`src/rtl/maf_pkg.sv`:
```
package maf_pkg;
  typedef enum logic [1:0] {
    ST_CHECK   = 2'd0,
    ST_RECHECK = 2'd1,
    ST_RECOVER = 2'd2
  } maf_state_e;
endpackage

```
`src/rtl/maf_run_sum.sv`:
```
module maf_run_sum #(
  parameter int DW        = 8,
  parameter int LOG2N     = 4,
  parameter int UPSET_BIT = 4
) (
  input  logic                  clk,
  input  logic                  rst,
  input  logic                  s_valid,
  input  logic [DW-1:0]         s_data,
  input  logic [LOG2N-1:0]      wr_ptr,
  input  logic                  fill,
  input  logic                  clr,
  input  logic                  upset,
  output logic [DW+LOG2N-1:0]   sum_nx
);
  localparam int N  = 1 << LOG2N;
  localparam int SW = DW + LOG2N;
  localparam logic [SW-1:0] FLIP = SW'(1) << UPSET_BIT;

  logic [DW-1:0] line_q [N];
  logic [SW-1:0] sum_q, sum_d;
  logic [DW-1:0] leaving;

  // delay line: one write per accepted sample, no reset (RAM style)
  always_ff @(posedge clk) begin
    if (s_valid) line_q[wr_ptr] <= s_data;
  end

  // during a refill the stored word is stale and counts as zero
  assign leaving = fill ? '0 : line_q[wr_ptr];
  assign sum_nx  = sum_q + {{LOG2N{1'b0}}, s_data} - {{LOG2N{1'b0}}, leaving};

  always_comb begin
    sum_d = sum_q;
    if (clr)          sum_d = '0;
    else if (s_valid) sum_d = sum_nx;
    if (upset)        sum_d = sum_d ^ FLIP;
  end

  always_ff @(posedge clk) begin
    if (rst) sum_q <= '0;
    else     sum_q <= sum_d;
  end
endmodule

```
`src/rtl/maf_block_sum.sv`:
```
module maf_block_sum #(
  parameter int DW        = 8,
  parameter int LOG2N     = 4,
  parameter int UPSET_BIT = 4
) (
  input  logic                  clk,
  input  logic                  rst,
  input  logic                  s_valid,
  input  logic [DW-1:0]         s_data,
  input  logic                  dump,
  input  logic                  upset,
  output logic [DW+LOG2N-1:0]   blk_nx
);
  localparam int SW = DW + LOG2N;
  localparam logic [SW-1:0] FLIP = SW'(1) << UPSET_BIT;

  logic [SW-1:0] acc_q, acc_d;

  assign blk_nx = acc_q + {{LOG2N{1'b0}}, s_data};

  // integrate-and-dump: restart from zero after the block's last sample
  always_comb begin
    acc_d = acc_q;
    if (s_valid) acc_d = dump ? '0 : blk_nx;
    if (upset)   acc_d = acc_d ^ FLIP;
  end

  always_ff @(posedge clk) begin
    if (rst) acc_q <= '0;
    else     acc_q <= acc_d;
  end
endmodule

```
`src/rtl/maf_ctrl.sv`:
```
module maf_ctrl
  import maf_pkg::*;
#(
  parameter int DW    = 8,
  parameter int LOG2N = 4
) (
  input  logic                  clk,
  input  logic                  rst,
  input  logic                  s_valid,
  input  logic [DW+LOG2N-1:0]   sum_nx,
  input  logic [DW+LOG2N-1:0]   blk_nx,
  output logic [LOG2N-1:0]      phase,
  output logic                  last,
  output logic                  fill,
  output logic                  main_clr,
  output logic                  y_valid_o,
  output logic                  mismatch_o,
  output logic                  chk_clr_o,
  output logic                  main_clr_o
);
  maf_state_e state_q, state_d;
  logic       differ, yv_d;

  assign last     = s_valid && (&phase);
  assign differ   = (sum_nx != blk_nx);
  assign fill     = (state_q == ST_RECOVER);
  assign main_clr = last && (state_q == ST_RECHECK) && differ;

  always_comb begin
    state_d = state_q;
    if (last) begin
      unique case (state_q)
        ST_CHECK:   state_d = differ ? ST_RECHECK : ST_CHECK;
        ST_RECHECK: state_d = differ ? ST_RECOVER : ST_CHECK;
        default:    state_d = ST_CHECK;
      endcase
    end
    yv_d = fill ? last : !main_clr;
  end

  always_ff @(posedge clk) begin
    if (rst) begin
      state_q    <= ST_RECOVER;
      phase      <= '0;
      y_valid_o  <= 1'b0;
      mismatch_o <= 1'b0;
      chk_clr_o  <= 1'b0;
      main_clr_o <= 1'b0;
    end else begin
      mismatch_o <= last && !fill && differ;
      chk_clr_o  <= last && (state_q == ST_CHECK) && differ;
      main_clr_o <= main_clr;
      if (s_valid) begin
        phase     <= phase + 1'b1;
        y_valid_o <= yv_d;
        state_q   <= state_d;
      end
    end
  end
endmodule

```
`src/rtl/maf_guarded.sv`:
```
module maf_guarded #(
  parameter int DW        = 8,
  parameter int LOG2N     = 4,
  parameter int UPSET_BIT = LOG2N
) (
  input  logic          clk,
  input  logic          rst,
  input  logic          s_valid_i,
  input  logic [DW-1:0] s_data_i,
  input  logic          upset_main_i,
  input  logic          upset_chk_i,
  output logic [DW-1:0] y_o,
  output logic          y_valid_o,
  output logic          mismatch_o,
  output logic          chk_clr_o,
  output logic          main_clr_o
);
  localparam int SW = DW + LOG2N;

  logic [SW-1:0]    sum_nx, blk_nx;
  logic [LOG2N-1:0] phase;
  logic             last, fill, main_clr;

  maf_run_sum #(.DW(DW), .LOG2N(LOG2N), .UPSET_BIT(UPSET_BIT)) u_main (
    .clk(clk), .rst(rst), .s_valid(s_valid_i), .s_data(s_data_i),
    .wr_ptr(phase), .fill(fill), .clr(main_clr), .upset(upset_main_i),
    .sum_nx(sum_nx)
  );

  maf_block_sum #(.DW(DW), .LOG2N(LOG2N), .UPSET_BIT(UPSET_BIT)) u_chk (
    .clk(clk), .rst(rst), .s_valid(s_valid_i), .s_data(s_data_i),
    .dump(last), .upset(upset_chk_i), .blk_nx(blk_nx)
  );

  maf_ctrl #(.DW(DW), .LOG2N(LOG2N)) u_ctrl (
    .clk(clk), .rst(rst), .s_valid(s_valid_i), .sum_nx(sum_nx), .blk_nx(blk_nx),
    .phase(phase), .last(last), .fill(fill), .main_clr(main_clr),
    .y_valid_o(y_valid_o), .mismatch_o(mismatch_o), .chk_clr_o(chk_clr_o),
    .main_clr_o(main_clr_o)
  );

  always_ff @(posedge clk) begin
    if (rst)            y_o <= '0;
    else if (s_valid_i) y_o <= main_clr ? '0 : sum_nx[SW-1:LOG2N];
  end
endmodule

```
`config.mk`:
```
export PLATFORM = sky130hd
export DESIGN_NAME = maf_guarded
export DESIGN_NICKNAME = d
export VERILOG_FILES = /design/src/rtl/maf_pkg.sv /design/src/rtl/maf_run_sum.sv /design/src/rtl/maf_block_sum.sv /design/src/rtl/maf_ctrl.sv /design/src/rtl/maf_guarded.sv
export SDC_FILE = /design/constraint.sdc
export NUM_CORES = 1
export LEC_CHECK = 0
export ABC_AREA = 1
export ABC_CLOCK_PERIOD_IN_PS = 3670
export BUFFER_PORTS_ARGS = -buffer_cell sky130_fd_sc_hd__buf_2
export CAP_MARGIN = 40
export CORE_ASPECT_RATIO = 1.4
export CORE_MARGIN = 5
export CORE_UTILIZATION = 56
export CTS_CLUSTER_SIZE = 40
export DETAILED_ROUTE_END_ITERATION = 6
export GPL_TIMING_DRIVEN = 1
export PLACE_DENSITY = 0.76
export SLEW_MARGIN = 25
export SYNTH_ARGS = -nofsm -noshare
export SYNTH_HDL_FRONTEND = slang
export SYNTH_HIERARCHICAL = 1
export SYNTH_SLANG_ARGS = --single-unit
```
`constraint.sdc`:
```
create_clock -name clk -period 3.67 [get_ports clk]
set_input_delay 0.367 -clock clk [delete_from_list [all_inputs] [get_ports clk]]
set_output_delay 0.367 -clock clk [all_outputs]
set_load 0.05 [all_outputs]
```
# After elaboration in Yosys (flattened, before gate mapping)
# Memory sizes are Yosys's and may differ from the RTL's. A register that Yosys moved wholly into a read port is not among the register bits.
# Index checks and enable logic that the tools add are counted.
word_totals:
  output_inout_bits: 12
  ramBits: 128
  inputBits: 13
  memories: 1
  elab_cells: 47
  regBits: 42
op_classes:
  reduce_logical: 12
  n_addsub: 4
  muxes: 16
  n_bitwise: 2
  eq_ne: 3
mem_list:
  columns: ["memory", "depth", "word_bits", "read_ports", "rd_ports_with_merged_regs", "wr", "line_no", "rtl"]
  rows:
  - ["u_main.line_q", 16, 8, 1, 1, 1, "maf_run_sum.sv:20", "logic [DW-1:0] line_q [N];"]
ops:
  columns: ["cell", "count"]
  rows:
  - ["2-to-1 mux 12 bit", 4]
  - ["adder 12 x 8 -> 12 bit", 2]
  - ["2-to-1 mux 8 bit", 2]
  - ["inequality test 12 bit", 1]
  - ["subtractor 12 x 8 -> 12 bit", 1]
  - ["2-to-1 mux 5 bit", 2]
  - ["2-to-1 mux 4 bit", 2]
  - ["logical AND 1 bit", 7]
  - ["adder 4 x 1 -> 4 bit, second input constant", 1]
  - ["2-to-1 mux 1 bit", 4]
  - ["case mux 2 bit (2 select lines)", 1]
  - ["AND reduction 4 bit", 1]
  - ["equality test 2 x 1 -> 1 bit, second input constant", 1]
  - ["equality test 2 bit, second input constant", 1]
  - ["logical NOT 1 bit", 2]
  - ["logical NOT 2 bit", 1]
  - ["2-to-1 mux 2 bit", 1]
  - ["inverter 1 bit", 2]
  - ["AND reduction 2 bit", 1]

# Logic depth before layout (Yosys ltp)
# Gate-level depths: netlist (run 1).
logic_depth:
  ltp_word: 8
  mapped_depth: 33
  ltp_nobuf: 31

# Cells and area by module
# The synthesis (run 1) kept the hierarchy.
modules_own_cells:
  columns: ["mod", "cells_each", "seq_area_each_um2", "area_per_inst_um2", "n_inst"]
  rows:
  - ["maf_run_sum", 563, 4083.9, 6486.2, 1]
  - ["maf_block_sum", 168, 240.2, 1061.0, 1]
  - ["maf_ctrl", 90, 200.2, 611.8, 1]
  - ["maf_guarded", 36, 160.2, 292.8, 1]

# Worst setup path before layout (run 1)
# No wires, ideal clock.
synth_timing:
  kind: "reg-to-reg"
  startpoint: "register u_ctrl.phase[1]"
  endpoint: "register u_main.sum_q[2]"
  setup_time_ns: 0.057
  stages_incl_launch_ff: 27
  synth_period_minus_slack_ns: 4.043
  slack_ns: -0.373
  n_path_buf: 2
  arrival_ns: 3.985
  t_required_ns: 3.613
  cell_sequence: "dfxtp_1 > nor2_2 > buf_6 > a22oi_2 > nand2_1 > nand2_1 > nand2_1 > nor2_1 > nor2_1 > fa_1 > inv_1 > ha_1 > or2_2 > nand3_1 > nand2_1 > xor2_1 > xnor2_1 > nand2_1 > nor2_1 > nand3_2 > nand2_2 > inv_1 > or2_2 > clkbuf_1 > a21oi_1 > o21ai_0 > inv_1"
synth_via:
  elab_chain_cells: 6
synth_lines:
  columns: ["item", "line_no", "rtl"]
  rows:
  - ["start, declared", "maf_ctrl.sv:12", "output logic [LOG2N-1:0] phase,"]
  - ["start signal, assigned", "maf_ctrl.sv:54", "phase <= phase + 1'b1;"]
  - ["AND reduction 4 bit", "maf_ctrl.sv:24", "assign last = s_valid && (&phase);"]
  - ["logical AND 1 bit", "maf_ctrl.sv:24", null]
  - ["logical AND 1 bit (2 in series)", "maf_ctrl.sv:27", "assign main_clr = last && (state_q == ST_RECHECK) && differ;"]
  - ["net main_clr", "maf_guarded.sv:22", "logic last, fill, main_clr;"]
  - ["2-to-1 mux 12 bit", "maf_run_sum.sv:35", "if (clr) sum_d = '0;"]
  - ["2-to-1 mux 5 bit", "maf_run_sum.sv:37", "if (upset) sum_d = sum_d ^ FLIP;"]
  - ["end signal, assigned", "maf_run_sum.sv:42", "else sum_q <= sum_d;"]
  - ["end, declared", "maf_run_sum.sv:21", "logic [SW-1:0] sum_q, sum_d;"]
# The timed path passes the listed nets, and every way through them passes these cells.
# A chain may end at the register's enable or synchronous reset.

# Worst setup path in the final report (run 1)
layout_timing:
  startpoint: "register u_ctrl.phase[0]"
  endpoint: "register u_main.sum_q[5]"
layout_via:
  elab_chain_cells: 5
layout_lines:
  columns: ["item", "line_no"]
  rows:
  - ["AND reduction 4 bit", "maf_ctrl.sv:24"]
  - ["logical AND 1 bit", "maf_ctrl.sv:24"]
  - ["logical AND 1 bit (2 in series)", "maf_ctrl.sv:27"]
  - ["net main_clr", "maf_guarded.sv:22"]
  - ["2-to-1 mux 12 bit", "maf_run_sum.sv:35"]
# The timed path passes the listed nets, and every way through them passes these cells.

==> impl_results.md, run 1 <==
* Status: complete, but fails checks
* Violated checks: negative setup slack
* Critical path's slowest cell: fa_1
* HP Class: input pin to register
* Asr flop ratio synth at 0%
* Layout cells sized above 1 at between 30% and 40%
* Static Leak at ~4.4 nW
* CTS max path bufs at 2
* Avg WL per Cell at ~18 um
* Crit path top cell by count: nand2_1
* Power Density at 539 nW/um2
* RSZ-0062 raised after global routing: yes
* Antenna violations before repair at 0
* Tot GR Track Use at a little under a quarter
* Max-cap viol count at 0
* Cell Count, Final, Fillers Out at 1170
* Commonest non-fill, non-tap cell in the layout: nand2_1
* Hold Buf Count CTS at 0
* PortBufs at 24
* Dpl ws at -0.598 ns
* Synth unique cells at 42
* Vias in the first global route at 6446
* Worst-margin pin slew at ~0.79 ns
* Most frequent cells in the layout: 216 x nand2_1, 128 x edfxtp_1, 100 x inv_1
* Setup CP Type: register to register
* 1st-pass router iterations at 5
* Antenna Cells at 0
* Global route total overflow at 0
* IO Count at 25
* Seq. cell area at between 4000 and 5000 um2
* Maximum VDD drop at about 0.00039 V
* Slew margin rel. at around 47%
* Final WS setup at -0.572 ns
* Max Fclk at 236 MHz
* Critical path peak fanout at 6
* FILL cells at approximately 1100
* Die width at ~110 um
* CTS tree: yes
* Nets at ~1000
* Mapped Cells at about 860
* Pin count of the biggest net entering global routing at 33
* Iteration-0 DRC count of the detailed router at around 440
* Post-DP HPWL at 14100 um
* Skew-Pair Late Insertion Delay at between 0.4 and 0.5 ns
* Root buffer cell: clkbuf_16
* Worst setup EP type: register
* Synth Flop Type: edfxtp_1
* Drt via density at between 5 and 6
* Mapped cell area at between 8000 and 9000 um2
* TritonCTS Buffers at 17
* CP Launch Type: register
* Clock Skew at about 0.011 ns
* Max-slew violation count at 0
* Reg clk slew, reported paths at 0.07 ns
* CP required at approximately 4.1 ns
* Final setup fails at 26
* Multi-input logic area at between 3000 and 4000 um2
* Ys Warns at 6
* Tot Pwr at around 0.0056 W
* Die H at 155 um
* Final Critical Period at ~4.2 ns
* Routed wire length at approximately 21000 um
* Row count at 53
* Sequential area share after synthesis at 55.4%
* EDFF count, synth at between 100 and 150
* Net Count, Synth at 900
* Area Growth Syn to Fin at 23.6%
* Post-route ant nets at 0
* Core area at around 15000 um2
* Crit path largest cell delay at about 0.52 ns
* Gp weighted congestion at ~0.94
* Avg Inst Size Synth at a little under 10 um2
* FF+latch count, synth at 170
* Die area at about 18000 um2
* # clock sinks at 170
* Finished Core Util at around 70%
* Crit path DAT at approximately 4.6 ns
* Htree depth at 4
* Initial Utilization at a little under three fifths
* Hold Vio Cnt, Final at 0
* Placed cell count at 1124
* DRC at 0
* Fin crit share at 116%
* DR vias at ~6400
* Global-route wire length before repair at 31700 um
[metal layers]
layer  track usage, %  vias up  share of wire, %
li1                 -     3086                 -
met1             24.4     3062                36
met2             42.5      215                53
met4             14.7        0               6.1
met3             4.24       82               4.7
met5                0        -                 0
[flip-flops by register name, summed over array words and instances, names as in the netlist]
register and flops:
u_main/line_q 128, u_chk/acc_q 12, u_main/sum_q 12, y_o 8, u_ctrl/phase 4, u_ctrl/state_q 2
u_ctrl/chk_clr_o 1, u_ctrl/main_clr_o 1, u_ctrl/mismatch_o 1, u_ctrl/y_valid_o 1
[final cells by class]
| class | instances | share of cell area (%) |
|---|---|---|
| sequential | 170 | 44.9 |
| multi-input combinational | 550 | 33.8 |
| timing repair buffer | 108 | 8.91 |
| inverter | 117 | 4.39 |
| clock buffer | 17 | 4.07 |
| tap | 192 | 2.30 |
| clock inverter | 15 | 1.52 |
| timing repair inverter | 1 | 0.0838 |
[worst max-delay path: cells and delay by family (launching register included)]
family | cells | cell delay (ns)
buf+inv | 8 | 0.76
compound gates | 3 | 0.36
flops | 1 | 0.40
xor+xnor | 1 | 0.15
fa+ha+maj | 2 | 0.90
simple gates | 15 | 1.57
[what timing repair did]
action | 4_1_cts | 5_1_grt
pin swaps | 2 | 21
hold endpoints to repair | 0 | 0
gates cloned | 1 | 4
gates resized for setup | 18 | 64
endpoints found under the setup margin | 26 | 26
setup buffers | 0 | 9
[synth_stat cells, types with 2 or more instances]
master | n | share of area, %
xor2_2 | 2 | 0.38
or2_2 | 3 | 0.22
nand2_1 | 240 | 11
nand3_1 | 38 | 2.3
a22oi_1 | 35 | 3.1
and2_1 | 6 | 0.44
a22oi_2 | 29 | 4.3
nor2_1 | 64 | 2.8
buf_6 | 7 | 0.93
nand2_2 | 7 | 0.52
dfxtp_1 | 42 | 9.9
nor2_4 | 2 | 0.27
buf_1 | 3 | 0.13
nand4_1 | 7 | 0.52
edfxtp_1 | 128 | 45
a21oi_2 | 2 | 0.21
a21oi_1 | 37 | 2.2
nand3b_1 | 4 | 0.36
xor2_1 | 4 | 0.41
inv_1 | 109 | 4.8
xnor2_1 | 10 | 1.0
a211oi_1 | 2 | 0.18
fa_1 | 9 | 2.1
ha_1 | 21 | 3.1
clkbuf_1 | 4 | 0.18
nor2_2 | 7 | 0.52
buf_4 | 5 | 0.44
nand3_2 | 4 | 0.47
inv_2 | 6 | 0.27
o21ai_0 | 8 | 0.47
[worst paths after layout]
kind	from	end	slack, ns	cells after the start
hold / removal	upset_main_i	u_main/sum_q[4]	0.20	3
setup / recovery	u_ctrl/phase[0]	u_main/sum_q[5]	-0.57	29
hold reg to reg	y_o[3]	y_o[3]	0.47	2
setup reg to reg	u_ctrl/phase[0]	u_main/sum_q[5]	-0.57	29
[power by group]
part	leakage [nW]	internal, W	switching [W]
registers	1.50	0.00214	0.0000380
logic	2.59	0.000739	0.000961
clock network	0.291	0.000917	0.000841
total	4.38	0.00379	0.00184
[through the flow]
stage / instance area [um2] / TNS [ns] / hold WS, ns
2_1_floorplan: 8590 / -0.649 / 0.429
3_3_place_gp: 9380 / -10.26 / 0.450
3_5_place_dp: 9380 / -12.48 / 0.460
4_1_cts: 10000 / -7.95 / 0.189
5_1_grt: 10500 / -16.05 / 0.194
6_report: 10500 / -11.54 / 0.205
[cells by family (layout without fill, tap and decap cells)]
kind of cell	count (synthesis)	in the layout	synth area share [%]
xor+xnor	16	16	1.84
buf+inv	138	258	7.12
simple gates	387	388	19.7
compound gates	116	116	10.7
fa+ha+maj	30	30	5.24
flops	170	170	55.4
Power figures use the tool's default switching activity.
==> inputs of run 2 (changes only) <==
Settings changed: BUFFER_PORTS_ARGS -buffer_cell sky130_fd_sc_hd__buf_2 to -buffer_cell sky130_fd_sc_hd__buf_4.
==> run 2 against run 1 <==
Against the previous run:
- the flow still finishes with violations (negative setup slack)
- non-clock buffer count increased by 4
- sequential share of layout area decreased by 0.94 points
- worst hold slack got worse by 0.039 ns
- power increased by 4.0%
- count of clock-buffer cells in the layout unchanged
- routed wire length increased by 9.0%
- clock power increased by 6%
- final cell count increased by 0.26%
- critical endpoint is now u_main/sum_q[3]
- highest routed layer unchanged
==> impl_results.md, run 2 (synthesized netlist as in run 1, its figures left out) <==
* Family with the most delay on the worst path: simple AND/OR/NAND/NOR gates
* # clock sinks at 170 (unchanged)
* Setup CP Type: register to register
* CP required at 4.04 ns (about the same)
* Skew-Pair Late Insertion Delay at 0.42 ns (about the same)
* Hold Vio Cnt, Final at 0 (unchanged)
* Top layer in use: met4
* Max reg flops at 128 (unchanged)
* Switching share of power at 31.8% (-0.89 points)
* R2R Setup Slk at -0.64 ns (-0.07 ns)
* Crit path top cell by count: nand2_2
* CTS max path bufs at 2 (unchanged)
* Vias in the first global route at 6421 (-0.39%)
* Tot GR Track Use at 25.1% (+1.8 points)
* Final Critical Period at 4.31 ns (+0.0704 ns)
* Fin crit share at 118% (+1.9 points)
* Crit path DAT at 4.68 ns (+0.06 ns)
* Max-slew violation count at 0 (unchanged)
* CP Launch Type: register
* Reg clk slew, reported paths at 0.07 ns (about the same)
* Global-route wire length before repair at 33700 um (+6.2%)
* Max-cap viol count at 0 (unchanged)
* Sequential fraction of design power at 37.2% (-1.4 points)
* Clock Skew at 0.0129 ns (+0.00223 ns)
* PortBufs at 24 (unchanged)
* FILL cells at 991 (-7.7%)
* Htree depth at 4 (unchanged)
* Final WS setup at -0.642 ns (-0.0704 ns)
* Status: complete, but fails checks
* Die width at 114 um (unchanged)
* Final setup fails at 26 (unchanged)
* CTS tree: yes
* Cell-internal power at 0.00399 W (+5.3%)
* IO Count at 25 (unchanged)
* Maximum VDD drop at 0.000454 V (+17%)
* Core area at 14900 um2 (unchanged)
* Crit path largest cell delay at 0.53 ns (about the same)
* DR vias at 6785 (+5.3%)
* Reg-to-reg critical path startpoint: u_ctrl/phase[1]
* WHS at 0.166 ns (-0.0393 ns)
* Die area at 17700 um2 (unchanged)
* Met1 wire length at 7800 um (+2.8%)
* Iteration-0 DRC count of the detailed router at 551 (+27%)
* 1st-pass router iterations at 6 (+1)
* Critical path peak fanout at 7 (+1)
* Initial Utilization at 56.6% (unchanged)
* Max Fclk at 232 MHz (-1.6%)
* Total cell area at the placement stage at 9420 um2 (+0.40%)
* Drt via density at 5.78 (+5.0%)
* Routed wire length at 23100 um (+9.0%)
* RSZ-0062 raised after global routing: yes
* Final Cell Area at 10700 um2 (+2.1%)
* Post-route ant nets at 0 (unchanged)
* Commonest non-fill, non-tap cell in the layout: nand2_1
* Net Switching at 0.00186 W (+1.1%)
* Finished Core Util at 71.5% (+1.5 points)
* Most frequent cells in the layout: 208 x nand2_1, 128 x edfxtp_1, 96 x inv_1
* Top flop regs: u_main/line_q (128), u_chk/acc_q (12), u_main/sum_q (12)
* Root buffer cell: clkbuf_16
* Layout cells sized above 1 at 33.6% (+3.4 points)
* Avg WL per Cell at 19.7 um (+8.7%)
* Global route total overflow at 0 (unchanged)
* Die H at 155 um (unchanged)
* DRC at 0 (unchanged)
* Reg with most FFs: u_main/line_q
* Power Density at 549 nW/um2 (+1.8%)
* Met2 wire length at 12100 um (+7.7%)
* Violated checks: negative setup slack
* Pin count of the biggest net entering global routing at 30 (-9.1%)
* Worst setup EP type: register
* Post-DP HPWL at 14800 um (+5.2%)
* Hold Buf Count CTS at 0 (unchanged)
* Critical path's slowest cell: fa_1
* Gp weighted congestion at 1.01 (+6.8%)
* Area Growth Syn to Fin at 26.3%
* Worst-margin pin slew at 0.799 ns (+0.00777 ns)
* TritonCTS Buffers at 17 (unchanged)
* Static Leak at 4.46 nW (+1.8%)
* HP Class: input pin to register
* Nets at 1011 (+0.30%)
* CP bufs+invs at 8 (unchanged)
* Antenna violations before repair at 0 (unchanged)
* Critical path origin: u_ctrl/phase[1]
* Combinational fraction of design power at 30.9% (+0.7 points)
* WL met3 at 1610 um (+61%)
* Slew margin rel. at 46.5% (-0.52 points)
* Power share of the clock group at 31.9% (+0.7 points)
* Hold_sp: s_data_i[4]
* Antenna Cells at 0 (unchanged)
* Row count at 53 (unchanged)
## run 2: changes by cell type in the layout (fill, tap and decap cells not counted), sizes merged
cell	before	now
inv	125	119
buf	105	109
bufinv	0	3
clkinv	7	8
clkinvlp	1	2
## run 2: final timing paths
path / end / cells after the start
worst min register to register: u_chk/acc_q[5] / 2
worst max register to register: u_main/sum_q[3] / 31
worst min-delay path: u_main/line_q[9][4] / 1
worst max-delay path: u_main/sum_q[3] / 31
## run 2: worst reg2reg max path: cells and delay by family, from the launching register on
kind | cells | cell delay [ns]
simple gates | 17 | 1.83
fa+ha+maj | 2 | 0.79
buf+inv | 8 | 0.76
flops | 1 | 0.39
compound gates | 3 | 0.37
xor+xnor | 1 | 0.12
## run 2: final cells by class
type	count	area, um2	share of cell area [%]
inverter	117	449	4.21
timing repair buffer	112	996	9.33
multi-input combinational	550	3680	34.5
clock inverter	15	191	1.79
clock buffer	17	425	3.99
tap	192	240	2.25
sequential	170	4690	44.0
## run 2: timing repair
| item | in CTS | in global routing |
|---|---|---|
| endpoints found under the setup margin | 26 | 26 |
| gates cloned | 2 | 1 |
| setup buffers | 7 | 11 |
| resized for setup | 33 | 93 |
| pin swaps | 17 | 53 |
## run 2: metrics by stage
| step | TNS [ns] | cells | total power (W) | setup WS (ns) |
|---|---|---|---|---|
| after floorplan | -0.649 | 857 | 0.00313 | -0.0818 |
| after global placement | -7.29 | 1121 | 0.00364 | -0.407 |
| after detailed placement | -9.52 | 1121 | 0.00367 | -0.490 |
| after CTS | -8.99 | 1162 | 0.00560 | -0.446 |
| after global routing | -16.58 | 1173 | 0.00610 | -0.752 |
| final | -13.38 | 1173 | 0.00586 | -0.642 |
## run 2: power by group through the flow
stage | clock [W] | sequential, W | combinational, W
6_report | 0.00187 | 0.00218 | 0.00181
3_5_place_dp | 0 | 0.00222 | 0.00145
3_3_place_gp | 0 | 0.00221 | 0.00142
5_1_grt | 0.00198 | 0.00218 | 0.00194
4_1_cts | 0.00188 | 0.00218 | 0.00154
2_1_floorplan | 0 | 0.00228 | 0.000848
## run 2: metal layers
layer  vias to the layer above  global-route usage (%)
li1                       3083                       -
met1                      3168                    27.4
met2                       415                    45.6
met3                       119                    4.67
met4                         0                    13.6
met5                         -                       0
